[config.mk]
export PLATFORM = sky130hd
export DESIGN_NAME = alu8_core
export DESIGN_NICKNAME = d
export VERILOG_FILES = /design/src/rtl/alu8_pkg.sv /design/src/rtl/alu8_addsub.sv /design/src/rtl/alu8_logic.sv /design/src/rtl/alu8_shift.sv /design/src/rtl/alu8_core.sv
export SDC_FILE = /design/constraint.sdc
export NUM_CORES = 1
export LEC_CHECK = 0
export BUFFER_PORTS_ARGS = -buffer_cell sky130_fd_sc_hd__buf_4
export CAP_MARGIN = 20
export CORE_ASPECT_RATIO = 1.25
export CORE_MARGIN = 1
export CORE_UTILIZATION = 59
export DETAILED_ROUTE_END_ITERATION = 8
export PLACE_DENSITY_LB_ADDON = 0.2
export SYNTH_ARGS = -nofsm -noshare
export SYNTH_HDL_FRONTEND = slang
export SYNTH_SLANG_ARGS = --single-unit
export TNS_END_PERCENT = 1
[constraint.sdc]
create_clock -name vclk -period 11.4
set_input_delay 3.42 -clock vclk [all_inputs]
set_output_delay 3.42 -clock vclk [all_outputs]
set_load 0.01 [all_outputs]
[src/rtl/alu8_pkg.sv]
`timescale 1ns/1ps
package alu8_pkg;
  localparam int FLAG_W = 6;
  localparam int FLG_C = 0;
  localparam int FLG_Z = 1;
  localparam int FLG_N = 2;
  localparam int FLG_V = 3;
  localparam int FLG_S = 4;
  localparam int FLG_H = 5;

  localparam logic [FLAG_W-1:0] UPD_ALL   = 6'b111111;
  localparam logic [FLAG_W-1:0] UPD_ZNVS  = 6'b011110;
  localparam logic [FLAG_W-1:0] UPD_ZCNVS = 6'b011111;

  localparam logic [4:0] OP_ADD  = 5'd0;
  localparam logic [4:0] OP_ADC  = 5'd1;
  localparam logic [4:0] OP_SUB  = 5'd2;
  localparam logic [4:0] OP_SBC  = 5'd3;
  localparam logic [4:0] OP_NEG  = 5'd4;
  localparam logic [4:0] OP_INC  = 5'd5;
  localparam logic [4:0] OP_DEC  = 5'd6;
  localparam logic [4:0] OP_AND  = 5'd8;
  localparam logic [4:0] OP_OR   = 5'd9;
  localparam logic [4:0] OP_XOR  = 5'd10;
  localparam logic [4:0] OP_COM  = 5'd11;
  localparam logic [4:0] OP_LSL  = 5'd16;
  localparam logic [4:0] OP_LSR  = 5'd17;
  localparam logic [4:0] OP_ASR  = 5'd18;
  localparam logic [4:0] OP_ROL  = 5'd19;
  localparam logic [4:0] OP_ROR  = 5'd20;
  localparam logic [4:0] OP_SWAP = 5'd21;
endpackage

[src/rtl/alu8_addsub.sv]
`timescale 1ns/1ps
module alu8_addsub #(
  parameter int WIDTH = 8
) (
  input  logic [WIDTH-1:0] x,
  input  logic [WIDTH-1:0] y,
  input  logic             cin,
  input  logic             sub,
  output logic [WIDTH-1:0] sum,
  output logic             c_out,
  output logic             h_out,
  output logic             v_out
);
  localparam int HB  = WIDTH / 2;
  localparam int MSB = WIDTH - 1;

  logic [WIDTH-1:0] y_eff;
  logic             c_eff;
  logic [WIDTH:0]   full;
  logic [HB:0]      low;

  always_comb begin
    y_eff = sub ? ~y : y;
    c_eff = cin ^ sub;
    full  = {1'b0, x} + {1'b0, y_eff} + {{WIDTH{1'b0}}, c_eff};
    low   = {1'b0, x[HB-1:0]} + {1'b0, y_eff[HB-1:0]} + {{HB{1'b0}}, c_eff};
    sum   = full[WIDTH-1:0];
    // a subtraction reports a borrow, which is the inverted carry
    c_out = full[WIDTH] ^ sub;
    h_out = low[HB] ^ sub;
    v_out = (x[MSB] == y_eff[MSB]) && (full[MSB] != x[MSB]);
  end
endmodule

[src/rtl/alu8_logic.sv]
`timescale 1ns/1ps
module alu8_logic #(
  parameter int WIDTH = 8
) (
  input  logic [WIDTH-1:0] x,
  input  logic [WIDTH-1:0] y,
  input  logic [1:0]       sel,
  output logic [WIDTH-1:0] out
);
  for (genvar i = 0; i < WIDTH; i++) begin : g_bit
    always_comb begin
      case (sel)
        2'd0:    out[i] = x[i] & y[i];
        2'd1:    out[i] = x[i] | y[i];
        2'd2:    out[i] = x[i] ^ y[i];
        default: out[i] = ~x[i];
      endcase
    end
  end
endmodule

[src/rtl/alu8_shift.sv]
`timescale 1ns/1ps
module alu8_shift #(
  parameter int WIDTH = 8
) (
  input  logic [WIDTH-1:0] x,
  input  logic             cin,
  input  logic [2:0]       sel,
  output logic [WIDTH-1:0] out,
  output logic             c_out
);
  localparam int HB  = WIDTH / 2;
  localparam int MSB = WIDTH - 1;

  always_comb begin
    out   = x;
    c_out = cin;
    case (sel)
      3'd0: begin out = {x[MSB-1:0], 1'b0};   c_out = x[MSB]; end
      3'd1: begin out = {1'b0, x[MSB:1]};     c_out = x[0];   end
      3'd2: begin out = {x[MSB], x[MSB:1]};   c_out = x[0];   end
      3'd3: begin out = {x[MSB-1:0], cin};    c_out = x[MSB]; end
      3'd4: begin out = {cin, x[MSB:1]};      c_out = x[0];   end
      3'd5: out = {x[HB-1:0], x[MSB:HB]};
      default: ;
    endcase
  end
endmodule

[src/rtl/alu8_core.sv]
`timescale 1ns/1ps
module alu8_core
  import alu8_pkg::*;
#(
  parameter int WIDTH = 8
) (
  input  logic [WIDTH-1:0]  op_a,
  input  logic [WIDTH-1:0]  op_b,
  input  logic              carry_in,
  input  logic              zero_in,
  input  logic [4:0]        opcode,
  output logic [WIDTH-1:0]  result,
  output logic [FLAG_W-1:0] flags_out,
  output logic [FLAG_W-1:0] flags_upd
);
  localparam int MSB = WIDTH - 1;

  logic [WIDTH-1:0] as_x, as_y, as_sum, lg_out, sh_out;
  logic             as_cin, as_sub, as_c, as_h, as_v, sh_c;
  logic             fc, fz, fn, fv, fs, fh;

  // operand steering for the shared adder
  always_comb begin
    as_x   = op_a;
    as_y   = op_b;
    as_cin = 1'b0;
    as_sub = 1'b0;
    case (opcode)
      OP_ADC: as_cin = carry_in;
      OP_SUB: as_sub = 1'b1;
      OP_SBC: begin as_sub = 1'b1; as_cin = carry_in; end
      OP_NEG: begin as_x = '0; as_y = op_a; as_sub = 1'b1; end
      OP_INC: begin as_y = '0; as_cin = 1'b1; end
      OP_DEC: begin as_y = '0; as_cin = 1'b1; as_sub = 1'b1; end
      default: ;
    endcase
  end

  alu8_addsub #(.WIDTH(WIDTH)) u_addsub (
    .x(as_x), .y(as_y), .cin(as_cin), .sub(as_sub),
    .sum(as_sum), .c_out(as_c), .h_out(as_h), .v_out(as_v)
  );

  alu8_logic #(.WIDTH(WIDTH)) u_logic (
    .x(op_a), .y(op_b), .sel(opcode[1:0]), .out(lg_out)
  );

  alu8_shift #(.WIDTH(WIDTH)) u_shift (
    .x(op_a), .cin(carry_in), .sel(opcode[2:0]), .out(sh_out), .c_out(sh_c)
  );

  always_comb begin
    result    = op_a;
    fc        = carry_in;
    fv        = 1'b0;
    fh        = 1'b0;
    flags_upd = '0;
    case (opcode)
      OP_ADD, OP_ADC, OP_SUB, OP_SBC, OP_NEG: begin
        result = as_sum; fc = as_c; fh = as_h; fv = as_v; flags_upd = UPD_ALL;
      end
      OP_INC, OP_DEC: begin
        result = as_sum; fv = as_v; flags_upd = UPD_ZNVS;
      end
      OP_AND, OP_OR, OP_XOR: begin
        result = lg_out; flags_upd = UPD_ZNVS;
      end
      OP_COM: begin
        result = lg_out; fc = 1'b1; flags_upd = UPD_ZCNVS;
      end
      OP_LSL, OP_LSR, OP_ASR, OP_ROL, OP_ROR: begin
        result = sh_out; fc = sh_c; fv = sh_out[MSB] ^ sh_c; flags_upd = UPD_ZCNVS;
      end
      OP_SWAP: result = sh_out;
      default: ;
    endcase
    fn = flags_upd[FLG_N] & result[MSB];
    // chained compare: a zero byte keeps the earlier zero state
    fz = flags_upd[FLG_Z] ? ((result == '0) & ((opcode != OP_SBC) | zero_in)) : zero_in;
    fs = flags_upd[FLG_S] & (fn ^ fv);
    flags_out = {fh, fs, fv, fn, fz, fc};
  end
endmodule

==> flow_summary.toml <==
[logic_synthesis]
syn_area_um2 = 2053
yosys_warnings = 0
synth_nets = 359
netlist-cell-type-count = 55
synth_cells = 311
ys_seq_area_frac = 0
postSynthAreaPerCell_um2 = 6.602

[timing]
setup_viol = 0
final.period_utilization = 0.9459
fmax_mhz = 92.74
relSlewSlack = 0.3451
setup_tns_ps = 0
hold_viol_final = 0
report.final.slew_viol_count = 0
min_period_ps = 10780
tightest_slew_ps = 979.1
rsz0062_at_grt = "no"

[power_and_ir_drop]
powerDensity_nw_per_um2 = 52.57
intPower_w = 0.00005248
finalPower_w = 0.0001204
p_seq_frac = 0
p_switching_w = 0.00006795
pwr-share-clk = 0
switching_share = 0.5642
peakVddDrop_mv = 0.03598
p_comb_frac = 1.000
p_leak_nw = 1.081

[layout]
diodes = 0
ff_latch_area_um2 = 0
area_growth_pct = 11.58
design.seq.count = 0
fin_nets = 379
clock_buffers = 0
layout-drive-gt1-share = 0.1793

[worst_hold_path]
min_path_type = "input pin to primary output"
whs_path_depth = 4
hold_start = "carry_in"
holdPathEnd = "flags_out[0]"

[setup_path]
cp_num_buf_inv = 3
cp.required_ps = 7980
worst-path-stages = 17
worstPathCellList = "buf_4, inv_1, nand2_1, nor2_1, a221oi_1, nor2_1, a21oi_1, fa_1, fa_1, xor2_1, nand2_1, o311ai_0, a221o_1, or4b_1, or4_1, o31ai_2, buf_4"
crit_slowest_cell = "or4b_1"
cp_max_fo = 10
arrival_ps = 7360
worstSetupPathType = "input pin to primary output"
cp-end-kind = "primary output"
crit_family = "simple AND/OR/NAND/NOR gates"
slowest_delay_ps = 520
critPathLaunchType = "input pin"

[grt]
grt_usage = 0.3458
antenna_found_initial = 0
grt_max_degree = 48
grt_pass1_vias = 2037
overflow = 0
grt_pass1_wl_mm = 9.625

[clock_tree]
hold_buffers = 0
cts_setup_buffers = 0
postCtsResizedCells = 0

[detailed_routing]
remaining_drc_errors = 0
post_drt_wl_per_cell_um = 16.84
drtIter0Drc = 135
vias = 2412
dr.pass1.iters = 5
wirelength_mm = 6.163
vias_per_cell = 6.590
ant_nets = 0

[placement]
portBuffers = 43
dp_hpwl_mm = 4.602
routabilityCongestion = 0.9902

[flow_run]
drv_cap = 0

[floorplanning]
rows = 23
die-height_um = 67.96
dieArea_um2 = 3722
io_pins = 43
core_um2 = 3252
die_x_um = 54.77
initial_core_util = 0.6314

[outcome]
status = "finished, final reports clean"
[power groups by stage]
stage / clock, W / combinational (W) / sequential [W]
after floorplan: 0 / 0.0000840 / 0
after global placement: 0 / 0.000118 / 0
after detailed placement: 0 / 0.000118 / 0
after CTS: 0 / 0.000119 / 0
after global routing: 0 / 0.000133 / 0
final: 0 / 0.000120 / 0
[worst max-delay path by stage]
| stage | from | to | slack [ps] |
|---|---|---|---|
| finish | opcode[3] | flags_out[1] | 620 |
| global route | opcode[3] | flags_out[1] | 430 |
| CTS | opcode[3] | flags_out[1] | 660 |
| detailed placement | opcode[3] | flags_out[1] | 680 |
| global placement | opcode[1] | flags_out[1] | 820 |
| floorplan | opcode[1] | flags_out[1] | 430 |
[through the flow]
stage | utilization | worst slack, ps | hold WS (ps) | instance area, um2 | instances
after CTS | 0.7045 | 662.9 | 7283 | 2291 | 366
after global routing | 0.7045 | 426.3 | 7301 | 2291 | 366
after detailed placement | 0.7045 | 683.0 | 7284 | 2291 | 366
after floorplan | - | 430.9 | 7016 | 2053 | 311
after global placement | 0.7045 | 819.1 | 7273 | 2291 | 366
final | 0.7045 | 617.2 | 7285 | 2291 | 366
[worst min-delay path: cells and delay by family]
| kind | cells | cell delay (ps) |
|---|---|---|
| buffers and inverters | 2 | 280 |
| AND/OR/NAND/NOR | 1 | 110 |
| AO/OA/AOI/OAI | 1 | 60 |
[cell usage after synthesis (all sizes together) (2+ instances only)]
| cell | n | area (um2) |
|---|---|---|
| nand2b | 2 | 12.51 |
| nor3 | 2 | 10.01 |
| a221o | 5 | 50.05 |
| o22ai | 2 | 12.51 |
| a21oi | 21 | 105.1 |
| fa | 2 | 40.04 |
| mux2 | 3 | 33.78 |
| a211o | 2 | 17.52 |
| o311ai | 2 | 17.52 |
| a211oi | 4 | 30.03 |
| nand3 | 9 | 45.04 |
| ha | 23 | 287.8 |
| a22oi | 4 | 30.03 |
| a221oi | 5 | 43.79 |
| a21o | 2 | 15.01 |
| a22o | 2 | 17.52 |
| nor2b | 4 | 25.02 |
| xnor2 | 2 | 17.52 |
| a31oi | 11 | 68.82 |
| nor3b | 2 | 15.01 |
| or3 | 5 | 36.28 |
| inv | 26 | 97.59 |
| or2 | 2 | 12.51 |
| a32oi | 3 | 26.28 |
| clkbuf | 6 | 22.52 |
| o211ai | 3 | 22.52 |
| o21ai | 24 | 120.1 |
| xor2 | 8 | 70.07 |
| mux2i | 7 | 70.07 |
| nor2 | 34 | 127.6 |
| o21bai | 2 | 15.01 |
| nand2 | 34 | 127.6 |
| o31ai | 4 | 35.03 |
| a32o | 2 | 20.02 |
| buf | 25 | 153.9 |
| mux4 | 4 | 93.84 |
[cell usage in the layout (no fill, tap or decap), drive strengths merged, types with 3 or more instances in the layout]
cell / Yosys / layout
a32oi: 3 / 3
a221o: 5 / 5
nand2: 34 / 34
nand3: 9 / 9
mux2: 3 / 3
nor2: 34 / 34
a221oi: 5 / 5
a31oi: 11 / 11
xor2: 8 / 8
a22oi: 4 / 4
o211ai: 3 / 3
mux2i: 7 / 7
or3: 5 / 5
ha: 23 / 23
o21ai: 24 / 24
o31ai: 4 / 4
mux4: 4 / 4
a211oi: 4 / 4
nor2b: 4 / 4
a21oi: 21 / 21
buf: 25 / 49
inv: 26 / 26
[cell type report]
type                            count  area, um2
Multi-Input combinational cell    254       1779
Fill cell                         299      960.9
Timing Repair Buffer               49      367.9
Inverter                           26      97.59
Tap cell                           37      46.29
[cell families (layout without fill, tap and decap cells)]
kind of cell	Yosys count	after routing	share of synthesized area
multiplexers	14	14	0.09628
buffers and inverters	57	75	0.1335
adder cells (fa/ha/maj)	25	25	0.1597
XOR/XNOR	10	10	0.04266
AO/OA/AOI/OAI	105	105	0.3443
AND/OR/NAND/NOR	100	100	0.2236
[routing by layer]
metal / part of all wire / global-route usage / routed length (um) / vias up
met5: 0 / 0 / 0 / -
met4: 0.023 / 0.08654 / 142 / 0
met3: 0.096 / 0.02667 / 594 / 14
met2: 0.47 / 0.5542 / 2896 / 142
met1: 0.41 / 0.4868 / 2531 / 1090
li1: - / - / - / 1166
(Power assumes the default switching activity.)
